### src/rtl/cmdq_pkg.sv
package cmdq_pkg;
  localparam int unsigned WORD_W   = 32;
  localparam int unsigned ERR_W    = 32;
  localparam int unsigned SEL_W    = 5;
  localparam logic [3:0]  MB_TRUE  = 4'h6;
  localparam logic [3:0]  MB_FALSE = 4'h9;
  localparam int unsigned BIT_WR   = 28;
  localparam int unsigned BIT_RD   = 29;
  localparam int unsigned BIT_ST   = 30;

  typedef struct packed {
    logic wr;
    logic rd;
    logic st;
  } qerr_t;
endpackage

### src/rtl/cmdq_fifo.sv
module cmdq_fifo #(
  parameter int unsigned DEPTH = 13,
  parameter int unsigned WIDTH = 32,
  localparam int unsigned PTR_W = $clog2(DEPTH),
  localparam int unsigned CNT_W = $clog2(DEPTH + 1)
) (
  input  logic               clk_i,
  input  logic               rst_ni,
  input  logic               clr_i,
  input  logic               wr_i,
  input  logic [WIDTH-1:0]   wdata_i,
  input  logic               rd_i,
  output logic [WIDTH-1:0]   rdata_o,
  output logic [CNT_W-1:0]   depth_o,
  output logic               empty_o,
  output logic               full_o,
  output cmdq_pkg::qerr_t    err_o
);
  localparam logic [PTR_W-1:0] LAST = PTR_W'(DEPTH - 1);

  logic [WIDTH-1:0] mem_q [DEPTH];
  logic [PTR_W-1:0] wptr_q, wptr_d, rptr_q, rptr_d;
  logic [CNT_W-1:0] cnt_q, cnt_d;
  logic             empty_q, empty_d, full_q, full_d;
  logic             wr_ok, rd_ok;

  assign wr_ok = wr_i & ~full_q;
  assign rd_ok = rd_i & ~empty_q;

  always_comb begin
    wptr_d = wptr_q;
    rptr_d = rptr_q;
    cnt_d  = cnt_q;
    if (clr_i) begin
      wptr_d = '0;
      rptr_d = '0;
      cnt_d  = '0;
    end else begin
      if (wr_ok) wptr_d = (wptr_q == LAST) ? '0 : wptr_q + 1'b1;
      if (rd_ok) rptr_d = (rptr_q == LAST) ? '0 : rptr_q + 1'b1;
      cnt_d = cnt_q + CNT_W'(wr_ok) - CNT_W'(rd_ok);
    end
    empty_d = (cnt_d == '0);
    full_d  = (cnt_d == CNT_W'(DEPTH));
  end

  always_ff @(posedge clk_i or negedge rst_ni) begin
    if (!rst_ni) begin
      wptr_q  <= '0;
      rptr_q  <= '0;
      cnt_q   <= '0;
      empty_q <= 1'b1;
      full_q  <= 1'b0;
    end else begin
      wptr_q  <= wptr_d;
      rptr_q  <= rptr_d;
      cnt_q   <= cnt_d;
      empty_q <= empty_d;
      full_q  <= full_d;
    end
  end

  always_ff @(posedge clk_i) begin
    if (wr_ok && !clr_i) mem_q[wptr_q] <= wdata_i;
  end

  assign rdata_o = mem_q[rptr_q];
  assign depth_o = cnt_q;
  assign empty_o = empty_q;
  assign full_o  = full_q;

  assign err_o.wr = wr_i & full_q & ~clr_i;
  assign err_o.rd = rd_i & empty_q & ~clr_i;
  assign err_o.st = empty_q & full_q;
endmodule

### src/rtl/cmdq_errlog.sv
module cmdq_errlog #(
  parameter int unsigned NSRC = 2
) (
  input  logic                                clk_i,
  input  logic                                rst_ni,
  input  cmdq_pkg::qerr_t [NSRC-1:0]          err_i,
  input  logic                                test_we_i,
  input  logic [cmdq_pkg::SEL_W-1:0]          test_sel_i,
  output logic [cmdq_pkg::ERR_W-1:0]          code_o
);
  import cmdq_pkg::*;

  localparam logic [ERR_W-1:0] SRC_MASK = ERR_W'((1 << NSRC) - 1);
  localparam logic [ERR_W-1:0] VALID_MASK = SRC_MASK
      | (ERR_W'(1) << BIT_WR) | (ERR_W'(1) << BIT_RD) | (ERR_W'(1) << BIT_ST);

  logic [ERR_W-1:0] code_q, code_d, set_v;

  always_comb begin
    set_v = '0;
    for (int i = 0; i < NSRC; i++) begin
      set_v[i]      = |err_i[i];
      set_v[BIT_WR] = set_v[BIT_WR] | err_i[i].wr;
      set_v[BIT_RD] = set_v[BIT_RD] | err_i[i].rd;
      set_v[BIT_ST] = set_v[BIT_ST] | err_i[i].st;
    end
    if (test_we_i) set_v = set_v | ((ERR_W'(1) << test_sel_i) & VALID_MASK);
    code_d = code_q | set_v;
  end

  always_ff @(posedge clk_i or negedge rst_ni) begin
    if (!rst_ni) code_q <= '0;
    else         code_q <= code_d;
  end

  assign code_o = code_q;
endmodule

### src/rtl/cmdq_pair.sv
module cmdq_pair #(
  parameter int unsigned DEPTH = 13,
  localparam int unsigned CNT_W = $clog2(DEPTH + 1)
) (
  input  logic              clk_i,
  input  logic              rst_ni,
  input  logic [3:0]        clr_i,
  input  logic              rs_wr_i,
  input  logic [31:0]       rs_wdata_i,
  input  logic              rs_rd_i,
  output logic [31:0]       rs_rdata_o,
  output logic [CNT_W-1:0]  rs_depth_o,
  output logic              rs_empty_o,
  output logic              rs_full_o,
  input  logic              gn_wr_i,
  input  logic [31:0]       gn_wdata_i,
  input  logic              gn_rd_i,
  output logic [31:0]       gn_rdata_o,
  output logic [CNT_W-1:0]  gn_depth_o,
  output logic              gn_empty_o,
  output logic              gn_full_o,
  input  logic              test_we_i,
  input  logic [4:0]        test_sel_i,
  output logic [31:0]       err_o,
  output logic              fatal_o
);
  import cmdq_pkg::*;
  localparam int unsigned NQ = 2;

  logic                     clr_hit, wr_open;
  logic [NQ-1:0]            q_wr, q_rd, q_empty, q_full;
  logic [NQ-1:0][WORD_W-1:0] q_wdata, q_rdata;
  logic [NQ-1:0][CNT_W-1:0] q_depth;
  qerr_t [NQ-1:0]           q_err;

  assign clr_hit = (clr_i == MB_TRUE);
  assign wr_open = (clr_i == MB_FALSE);

  assign q_wr    = {gn_wr_i, rs_wr_i} & {NQ{wr_open}};
  assign q_rd    = {gn_rd_i, rs_rd_i} & {NQ{~clr_hit}};
  assign q_wdata = {gn_wdata_i, rs_wdata_i};

  for (genvar g = 0; g < NQ; g++) begin : g_q
    cmdq_fifo #(.DEPTH(DEPTH), .WIDTH(WORD_W)) u_fifo (
      .clk_i   (clk_i),
      .rst_ni  (rst_ni),
      .clr_i   (clr_hit),
      .wr_i    (q_wr[g]),
      .wdata_i (q_wdata[g]),
      .rd_i    (q_rd[g]),
      .rdata_o (q_rdata[g]),
      .depth_o (q_depth[g]),
      .empty_o (q_empty[g]),
      .full_o  (q_full[g]),
      .err_o   (q_err[g])
    );
  end

  cmdq_errlog #(.NSRC(NQ)) u_errlog (
    .clk_i      (clk_i),
    .rst_ni     (rst_ni),
    .err_i      (q_err),
    .test_we_i  (test_we_i),
    .test_sel_i (test_sel_i),
    .code_o     (err_o)
  );

  assign fatal_o    = |err_o;
  assign rs_rdata_o = q_rdata[0];
  assign rs_depth_o = q_depth[0];
  assign rs_empty_o = q_empty[0];
  assign rs_full_o  = q_full[0];
  assign gn_rdata_o = q_rdata[1];
  assign gn_depth_o = q_depth[1];
  assign gn_empty_o = q_empty[1];
  assign gn_full_o  = q_full[1];
endmodule

### config.mk
export PLATFORM = sky130hd
export DESIGN_NAME = cmdq_pair
export DESIGN_NICKNAME = d
export VERILOG_FILES = /design/src/rtl/cmdq_pkg.sv /design/src/rtl/cmdq_fifo.sv /design/src/rtl/cmdq_errlog.sv /design/src/rtl/cmdq_pair.sv
export SDC_FILE = /design/constraint.sdc
export NUM_CORES = 1
export LEC_CHECK = 0
export ABC_AREA = 1
export BUFFER_PORTS_ARGS = -buffer_cell sky130_fd_sc_hd__buf_2
export CORE_MARGIN = 2
export CORE_UTILIZATION = 60
export DETAILED_ROUTE_END_ITERATION = 10
export GPL_ROUTABILITY_DRIVEN = 0
export PLACE_DENSITY = 0.81
export SYNTH_ARGS = -nofsm -noshare
export SYNTH_HDL_FRONTEND = slang
export SYNTH_SLANG_ARGS = --single-unit
export TNS_END_PERCENT = 1
### constraint.sdc
create_clock -name clk_i -period 6.3 [get_ports clk_i]
set_input_delay 0.63 -clock clk_i [delete_from_list [all_inputs] [get_ports clk_i]]
set_output_delay 0.63 -clock clk_i [all_outputs]
set_load 0.005 [all_outputs]
-- Yosys cells after proc, flatten, opt, wreduce, memory -nomap -nowiden
Memories as Yosys holds them, arrays and structs flattened.
Index checks and enable logic that the tools add are counted.
- add/sub/neg operators: 8
- equal/unequal tests: 8
- shifts and indexed selects: 1
- mux-type cells: 19
- bitwise logic cells: 26
- reduce and logical (&&, ||, !) cells: 12
- operators with widths (kind ; count):
    $mux 4 ; 14
    $or 32x32->32 ; 1
    $reduce_or 32->1 ; 1
    $mux 31 ; 1
    $or 31x31->31 ; 1
    $shl 1x5->31 const A ; 1
    $eq 4x4->1 const B ; 7
    $add 4x1->4 const B ; 4
    $and 1x1->1 ; 14
    $add 4x1->4 ; 2
    $logic_not 4->1 ; 2
    $reduce_bool 2->1 ; 4
    $sub 4x1->4 ; 2
    $reduce_or 3->1 ; 2
    $not 1->1 ; 5
    $and 2x2->2 ; 2
    $eq 4x3->1 const B ; 1
    $mux 1 ; 4
    $or 1x1->1 ; 3
    $logic_and 1x1->1 ; 2
    $logic_not 1->1 ; 1
- flip-flop bits (word level): 60
- memory bits (writable): 832
- bits of input ports: 80
- output and inout port bits: 109
- memories kept: 2
- memories (name ; words ; width ; read ports ; clocked after memory_dff ; write ports ; line ; RTL):
    g_q[0].u_fifo.mem_q ; 13 ; 32 ; 1 ; 0 ; 1 ; cmdq_fifo.sv:21 ; logic [WIDTH-1:0] mem_q [DEPTH];
    g_q[1].u_fifo.mem_q ; 13 ; 32 ; 1 ; 0 ; 1 ; cmdq_fifo.sv:21 ;

-- Depth between registers and ports, before layout
Gate-level depths: netlist of the first run.
- depth after elaboration: 9
- gate-level depth with buffers: 17

-- Cells and area by module
From an unflattened synthesis of the first run, not the netlist that was laid out.
- cells, all modules: 3562
- area total of the unflattened synthesis: 38162.9 um^2
- modules (own cells, without submodules) (module ; times used ; cells each ; area each (um^2) ; sequential area each (um^2)):
    cmdq_fifo ; 2 ; 1721 ; 18735.5 ; 12843.6
    cmdq_errlog ; 1 ; 63 ; 460.4 ; 125.1
    cmdq_pair ; 1 ; 57 ; 231.5 ; 0.0

-- Least setup slack after synthesis of the first run
Ideal clock, no wire load.
- path type: input port to flip-flop
- from: in clr_i[1]
- to: mem g_q[1].u_fifo.mem_q[1][0], enable pin
- setup time: 0.461 ns
- arrival time: 3.420 ns
- path slack: 2.418 ns
- stages: 6
- buffers on the path: 1
- cell sequence: nor2_1 nand3_2 nor2_2 nand2_2 buf_2 nor3_1
- cells in the longest elaborated chain, start to end: 6
- elaborated cells on any way between the ends: 8
- those cells by class: eq/ne (2); mux (2); bitwise (2); reduce/logical (2)
- ends and longest elaborated chain (what ; line ; RTL):
    start, declared ; cmdq_pair.sv:7 ; input logic [3:0] clr_i,
    $eq 4x4->1 ; cmdq_pair.sv:37 ; assign wr_open = (clr_i == MB_FALSE);
    $and 2x2->2 ; cmdq_pair.sv:39 ; assign q_wr = {gn_wr_i, rs_wr_i} & {NQ{wr_open}};
    $and 1x1->1 ; cmdq_fifo.sv:27 ; assign wr_ok = wr_i & ~full_q;
    $logic_and 1x1->1 (*) ; cmdq_fifo.sv:64 ; if (wr_ok && !clr_i) mem_q[wptr_q] <= wdata_i;
    $mux 1 (*) ; cmdq_fifo.sv:64 ;
    $mux 1 (implied by the code) (*) ; cmdq_fifo.sv:64 ;
    end, declared ; cmdq_fifo.sv:21 ;
Mark *: on every way between the ends. The rest lies on a longest branch, timed or not.

-- Worst setup path in the final report of the first run
- from: reg g_q[0].u_fifo.rptr_q[0]
- to: out rs_rdata_o[20]
- cells in the longest elaborated chain, start to end: 1
- ends and longest elaborated chain (what ; line ; RTL):
    start, declared ; cmdq_fifo.sv:22 ; logic [PTR_W-1:0] wptr_q, wptr_d, rptr_q, rptr_d;
    start signal, assigned ; cmdq_fifo.sv:56 ; rptr_q <= rptr_d;
    $mem_v2 13x32 ; n/a ;
    end, declared ; cmdq_pair.sv:11 ; output logic [31:0] rs_rdata_o,
No other way between the ends.

==> impl_metrics.py, run 1 <==
metrics = {
    "setup_path": {
        "crit_slowest_cell": "inv_6",
        "arrival_ns": 3.58,
        "slowest_delay_ns": 0.77,
        "crit_buf_inv": 3,
        "path_delay_family": "buffers and inverters",
        "crit_required_ns": 5.67,
        "cp-end-kind": "output pin",
        "critical_path.most_common_cell": "nand3_1",
        "worstPathCellList": "inv_6 > buf_4 > nand2_1 > nand3_1 > nand3_1 > nand3_1 > nand2_1 > buf_2",
        "cp-start-kind": "flop",
        "crit_type": "reg2out",
        "worstPathMaxFanout": 118,
    },
    "final_layout": {
        "fill_cells": 4352,
        "layout-area-overhead-vs-synth_pct": 11.0,
        "regArea_sq_mm": 0.0258,
        "nets": 3760,
        "fin_area_sq_mm": 0.0420,
        "multi_input_area_sq_mm": 0.00866,
        "drive_gt1_share_pct": 12.0,
    },
    "logic_synthesis": {
        "synth_cells": 3536,
        "synth_top_area_share_pct": 66.1,
        "postSynthAreaPerCell_sq_um": 10.7,
        "synthTopCellsByArea": "edfxtp_1, nand2_1, nand3_1",
        "ys_ff_latch": 865,
        "syn_area_sq_mm": 0.0378,
        "yosysSeqAreaShare_pct": 68.3,
        "synth_top_area_cell": "edfxtp_1",
        "synthDistinctLibCells": 35,
        "yosys_warnings": 0,
    },
    "detailed_routing": {
        "via_per_inst": 5.49,
        "vias": 25143,
        "wirelength_um": 86200,
        "drt_iter0_drc": 2279,
        "wl_per_cell_um": 18.8,
        "first_pass_iters": 6,
        "drc": 0,
        "antenna_left": 0,
    },
    "timing": {
        "tightest_slew_ns": 1.26,
        "tns_ns": 0,
        "final_max_slew_viol_count": 0,
        "rsz0062_at_grt": "false",
        "relSlewSlack_pct": 15.6,
        "final-setup-viol-count": 0,
        "setup_ws_ns": 2.09,
        "post-route-min-period_ns": 4.21,
        "whs_ns": 0.103,
        "fin_skew_ns": 0.0228,
        "finalCritPeriodShare_pct": 66.9,
        "hold_viol": 0,
        "max_freq_ghz": 0.237,
    },
    "hold_path": {
        "min_path_type": "in2async",
    },
    "global_route": {
        "grt_overflow": 0,
        "track_usage_pct": 26.5,
        "grt_pass1_vias": 24314,
        "antenna_found_initial": 11,
        "grt_pass1_wl_um": 131000,
        "grt_start_max_net_pins": 119,
    },
    "floorplan": {
        "core_area_sq_mm": 0.0626,
        "chipWidth_um": 255,
        "ios": 189,
        "dieArea_sq_mm": 0.0650,
        "die_y_um": 255,
        "start_util_pct": 60.4,
        "rows": 92,
    },
    "placed_design": {
        "placed_area_sq_mm": 0.0391,
        "portBuffers": 161,
        "dp_slack_ns": 2.84,
        "dpl.hpwl_um": 44400,
    },
    "power": {
        "ir_worst_vdd_mv": 0.371,
        "p_per_area_mw_per_mm2": 400,
        "p_leak_nw": 17.7,
    },
    "run": {
        "cap_viol_max_count": 0,
    },
    "clock_network": {
        "insertion_delay_ns": 0.64,
        "cts_made_buffers": 87,
        "cts_sinks": 865,
        "cts.hold.buffers_added": 0,
        "clk_pin_slew_ns": 0.06,
        "cts-root-buf": "clkbuf_16",
        "h-tree-depth": 3,
        "cts_tree": "yes",
        "post_cts_resized": 0,
        "postCtsSetupBuffers": 0,
        "clockBufferDepth": 3,
    },
    "status": {
        "status": "finished clean",
    },
}
cells in the mapped netlist:
library cell and number:
nand4_1 5, nor3_1 11, buf_1 21, buf_2 83, inv_4 3, dfstp_2 2
o22ai_1 1, clkbuf_2 4, conb_1 1, nor2_1 149, buf_4 47, inv_2 5
nand2_1 875, nand2_2 1, nand3_2 1, edfxtp_1 832, nand3b_1 2, xnor2_1 1
nor2_4 1, dfrtp_1 31, buf_6 19, o211ai_1 36, a21oi_1 9, fa_1 2
or2_2 61, nor3_2 1, o21ai_0 30, nor2_2 1, ha_1 20, inv_1 635
xor2_1 5, nor3_4 1, clkbuf_1 24, o211ai_2 14, nand3_1 602
worst paths after layout:
check	to	cells after the start	start	slack, ns
hold / removal	u_errlog.code_o[1]	1	rst_ni	0.10
setup reg to reg	g_q[0].u_fifo.rptr_q[0]	8	g_q[0].u_fifo.rptr_q[0]	3.19
min in group clk_i	u_errlog.code_o[30]	3	test_sel_i[1]	0.30
hold reg to reg	u_errlog.code_o[28]	2	u_errlog.code_o[28]	0.52
max in group asynchronous	g_q[1].u_fifo.rptr_q[0]	1	rst_ni	5.55
setup / recovery	rs_rdata_o[20]	8	g_q[0].u_fifo.rptr_q[0]	2.09
through the flow:
| step | cells | power [mW] | util (%) |
|---|---|---|---|
| finish | 4579 | 16.8 | 67.0 |
| floorplan | 3562 | 10.2 | - |
| global route | 4577 | 17.6 | 67.0 |
| CTS | 4574 | 16.8 | 67.0 |
| detailed placement | 4415 | 11.7 | 62.5 |
| global placement | 4415 | 11.6 | 62.5 |
sequential cells by signal (all words and copies together) (netlist names):
name	count
g_q.u_fifo.depth_o	8
g_q.u_fifo.empty_o	2
g_q.u_fifo.full_o	2
g_q.u_fifo.mem_q	832
g_q.u_fifo.rptr_q	8
g_q.u_fifo.wptr_q	8
u_errlog.code_o	5
layout by cell type, fill, tap and decap left out, drive strengths merged, types with 2 or more instances in the layout:
| cell type | n |
|---|---|
| dfrtp | 31 |
| ha | 20 |
| nor2 | 151 |
| nor3 | 13 |
| nand4 | 5 |
| dfstp | 2 |
| xor2 | 5 |
| a21oi | 9 |
| inv | 647 |
| conb | 27 |
| or2 | 61 |
| clkbuf | 113 |
| o211ai | 50 |
| clkinv | 32 |
| diode | 5 |
| buf | 205 |
| nand2 | 876 |
| nand3b | 2 |
| edfxtp | 832 |
| bufinv | 9 |
| o21ai | 30 |
| nand3 | 603 |
| fa | 2 |
cell type report:
cell class	count	area share [%]
diodes	5	0.0298
clock buffers	113	5.57
clock inverters	46	1.20
inverters	643	5.79
multi-input cells	1856	20.6
flip-flops and latches	865	61.5
well taps	846	2.52
repair buffers	205	2.71
report_power, final:
part	internal, mW	switching, mW
clock network	3.00	2.13
registers	6.39	0.248
logic	1.65	3.39
total	11.0	5.76
kinds of logic after synthesis:
kind of cell	Yosys count	share of synthesized area, %
DFF	865	68.3
adders and majority gates	22	0.768
other	1	0.00992
buffers and inverters	841	9.50
xor gates and xnor gates	6	0.139
AOI/OAI and AO/OA	90	1.71
and+or+nand+nor	1711	19.6
routing by layer:
layer	vias up	GRT usage (%)	wire length (um)
li1	11746	-	-
met1	11877	33.1	32200
met2	1253	45.6	42800
met3	255	5.00	8150
met4	12	11.0	2990
met5	-	0	78
Note: power is estimated with default switching activity, not from simulation.
==> run 2: changes to the inputs <==
clock period = 4.2 ns   (was 6.3 ns; I/O delays follow)
==> run 2 against run 1 <==
Against the previous run: the flow now finishes with violations (DRC); highest routed layer unchanged; cell area grew 0.24%; critical path type unchanged; global-route usage increased by 0.92 points; critical endpoint is now rs_rdata_o[10]; power grew 50%; routed wire length up 3.1%; setup slack lost 1.3 ns; core utilization increased by 0.16 points; via count rose by 0.78%.
==> impl_metrics.py, run 2 (synthesis gave the netlist of run 1 again) <==
metrics = {
    "clock_network": {
        "h-tree-depth": 3,
        "postCtsSetupBuffers": 0,
        "cts_sinks": 865,
        "clk_pin_slew_ns": 0.07,
        "clockBufferDepth": 3,
        "post_cts_resized": 0,
        "cts_tree": "yes",
        "cts_made_buffers": 85,
        "insertion_delay_ns": 0.65,
        "cts.hold.buffers_added": 1,
        "cts-root-buf": "clkbuf_16",
    },
    "global_route": {
        "track_usage_pct": 27.4,
        "grt_start_max_net_pins": 227,
        "grt_pass1_wl_um": 135000,
        "antenna_found_initial": 14,
        "grt_overflow": 0,
        "grt_pass1_vias": 24888,
    },
    "setup_path": {
        "worstPathMaxFanout": 75,
        "arrival_ns": 3.01,
        "crit_required_ns": 3.78,
        "cp-start-kind": "flop",
        "crit_type": "reg2out",
        "cp-end-kind": "output pin",
    },
    "floorplan": {
        "die_y_um": 255,
        "rows": 92,
        "chipWidth_um": 255,
        "ios": 189,
        "start_util_pct": 60.4,
        "core_area_sq_mm": 0.0626,
        "dieArea_sq_mm": 0.0650,
    },
    "timing": {
        "setup_ws_ns": 0.768,
        "final-setup-viol-count": 0,
        "final_max_slew_viol_count": 0,
        "post-route-min-period_ns": 3.43,
        "tns_ns": 0,
        "max_freq_ghz": 0.291,
        "tightest_slew_ns": 1.12,
        "rsz0062_at_grt": "false",
        "finalCritPeriodShare_pct": 81.7,
        "hold_viol": 0,
        "fin_skew_ns": 0.0356,
        "relSlewSlack_pct": 25.4,
    },
    "power": {
        "ir_worst_vdd_mv": 0.637,
        "p_per_area_mw_per_mm2": 601,
        "p_leak_nw": 17.8,
    },
    "final_layout": {
        "final_cell_mix": "nand2_1, edfxtp_1, inv_1",
        "largest_register_ffs": 832,
        "nets": 3768,
        "regMostFlops": "g_q.u_fifo.mem_q",
        "layout-area-overhead-vs-synth_pct": 11.3,
        "drive_gt1_share_pct": 12.1,
        "layout_commonest_cell": "nand2_1",
    },
    "placed_design": {
        "portBuffers": 161,
        "dpl.hpwl_um": 45200,
        "dp_slack_ns": 1.26,
    },
    "detailed_routing": {
        "wirelength_um": 88800,
        "wl_per_cell_um": 19.4,
        "antenna_left": 0,
        "via_per_inst": 5.52,
        "drt_iter0_drc": 2699,
        "vias": 25338,
        "first_pass_iters": 9,
        "drc": 2,
    },
    "status": {
        "status": "finished, violations left",
        "violations": "DRC",
    },
    "hold_path": {
        "min_path_type": "in2reg",
    },
    "run": {
        "cap_viol_max_count": 0,
    },
}
## run 2: cell type report
cell class	count	area [sq um]
clock buffers	108	2230
well taps	846	1060
fillers	4325	20600
clock inverters	47	534
flip-flops and latches	865	25800
diodes	8	20.0
multi-input cells	1856	8660
inverters	643	2430
repair buffers	215	1300
## run 2: worst paths after layout
kind | start | endpoint | slack, ns | depth (start not counted)
max | g_q[0].u_fifo.rptr_q[1] | rs_rdata_o[10] | 0.77 | 6
min | test_sel_i[1] | u_errlog.code_o[30] | 0.08 | 3
max reg2reg | g_q[1].u_fifo.empty_o | g_q[1].u_fifo.empty_o | 1.82 | 13
min reg2reg | u_errlog.code_o[28] | u_errlog.code_o[28] | 0.51 | 2
max in group asynchronous | rst_ni | g_q[0].u_fifo.rptr_q[1] | 3.19 | 2
min in group asynchronous | rst_ni | g_q[0].u_fifo.rptr_q[0] | 0.42 | 2
## run 2: per-stage QoR
step / util, % / power [mW] / area (sq um) / hold WS (ns) / cells
after floorplan: - / 15.4 / 37900 / 0.124 / 3562
after global placement: 62.7 / 17.5 / 39300 / 0.480 / 4424
after detailed placement: 62.7 / 17.7 / 39300 / 0.491 / 4424
after CTS: 67.1 / 25.2 / 42000 / 0.0466 / 4580
after global routing: 67.2 / 26.5 / 42100 / 0.0554 / 4585
final: 67.2 / 25.3 / 42100 / 0.0803 / 4588
## run 2: per-layer routing
metal	vias to the layer above	global-route usage (%)	part of all wire, %
li1	11745	-	-
met5	-	0	0.098
met3	239	4.98	9.7
met4	14	11.4	3.2
met2	1346	46.9	50
met1	11994	34.7	37
## run 2: worst max-delay path, stage by stage (launching register included)
cell and delay (ns):
dfrtp_4 0.66, buf_4 0.84, nand3_1 0.18, nand3_1 0.19, nand3_1 0.13, nand2_1 0.18
buf_2 0.14
## run 2: power by group
| part | switching (mW) | internal (mW) | leakage (nW) |
|---|---|---|---|
| logic | 5.42 | 2.56 | 8.56 |
| registers | 0.154 | 9.59 | 7.87 |
| clock network | 3.26 | 4.30 | 1.35 |
| total | 8.83 | 16.4 | 17.8 |
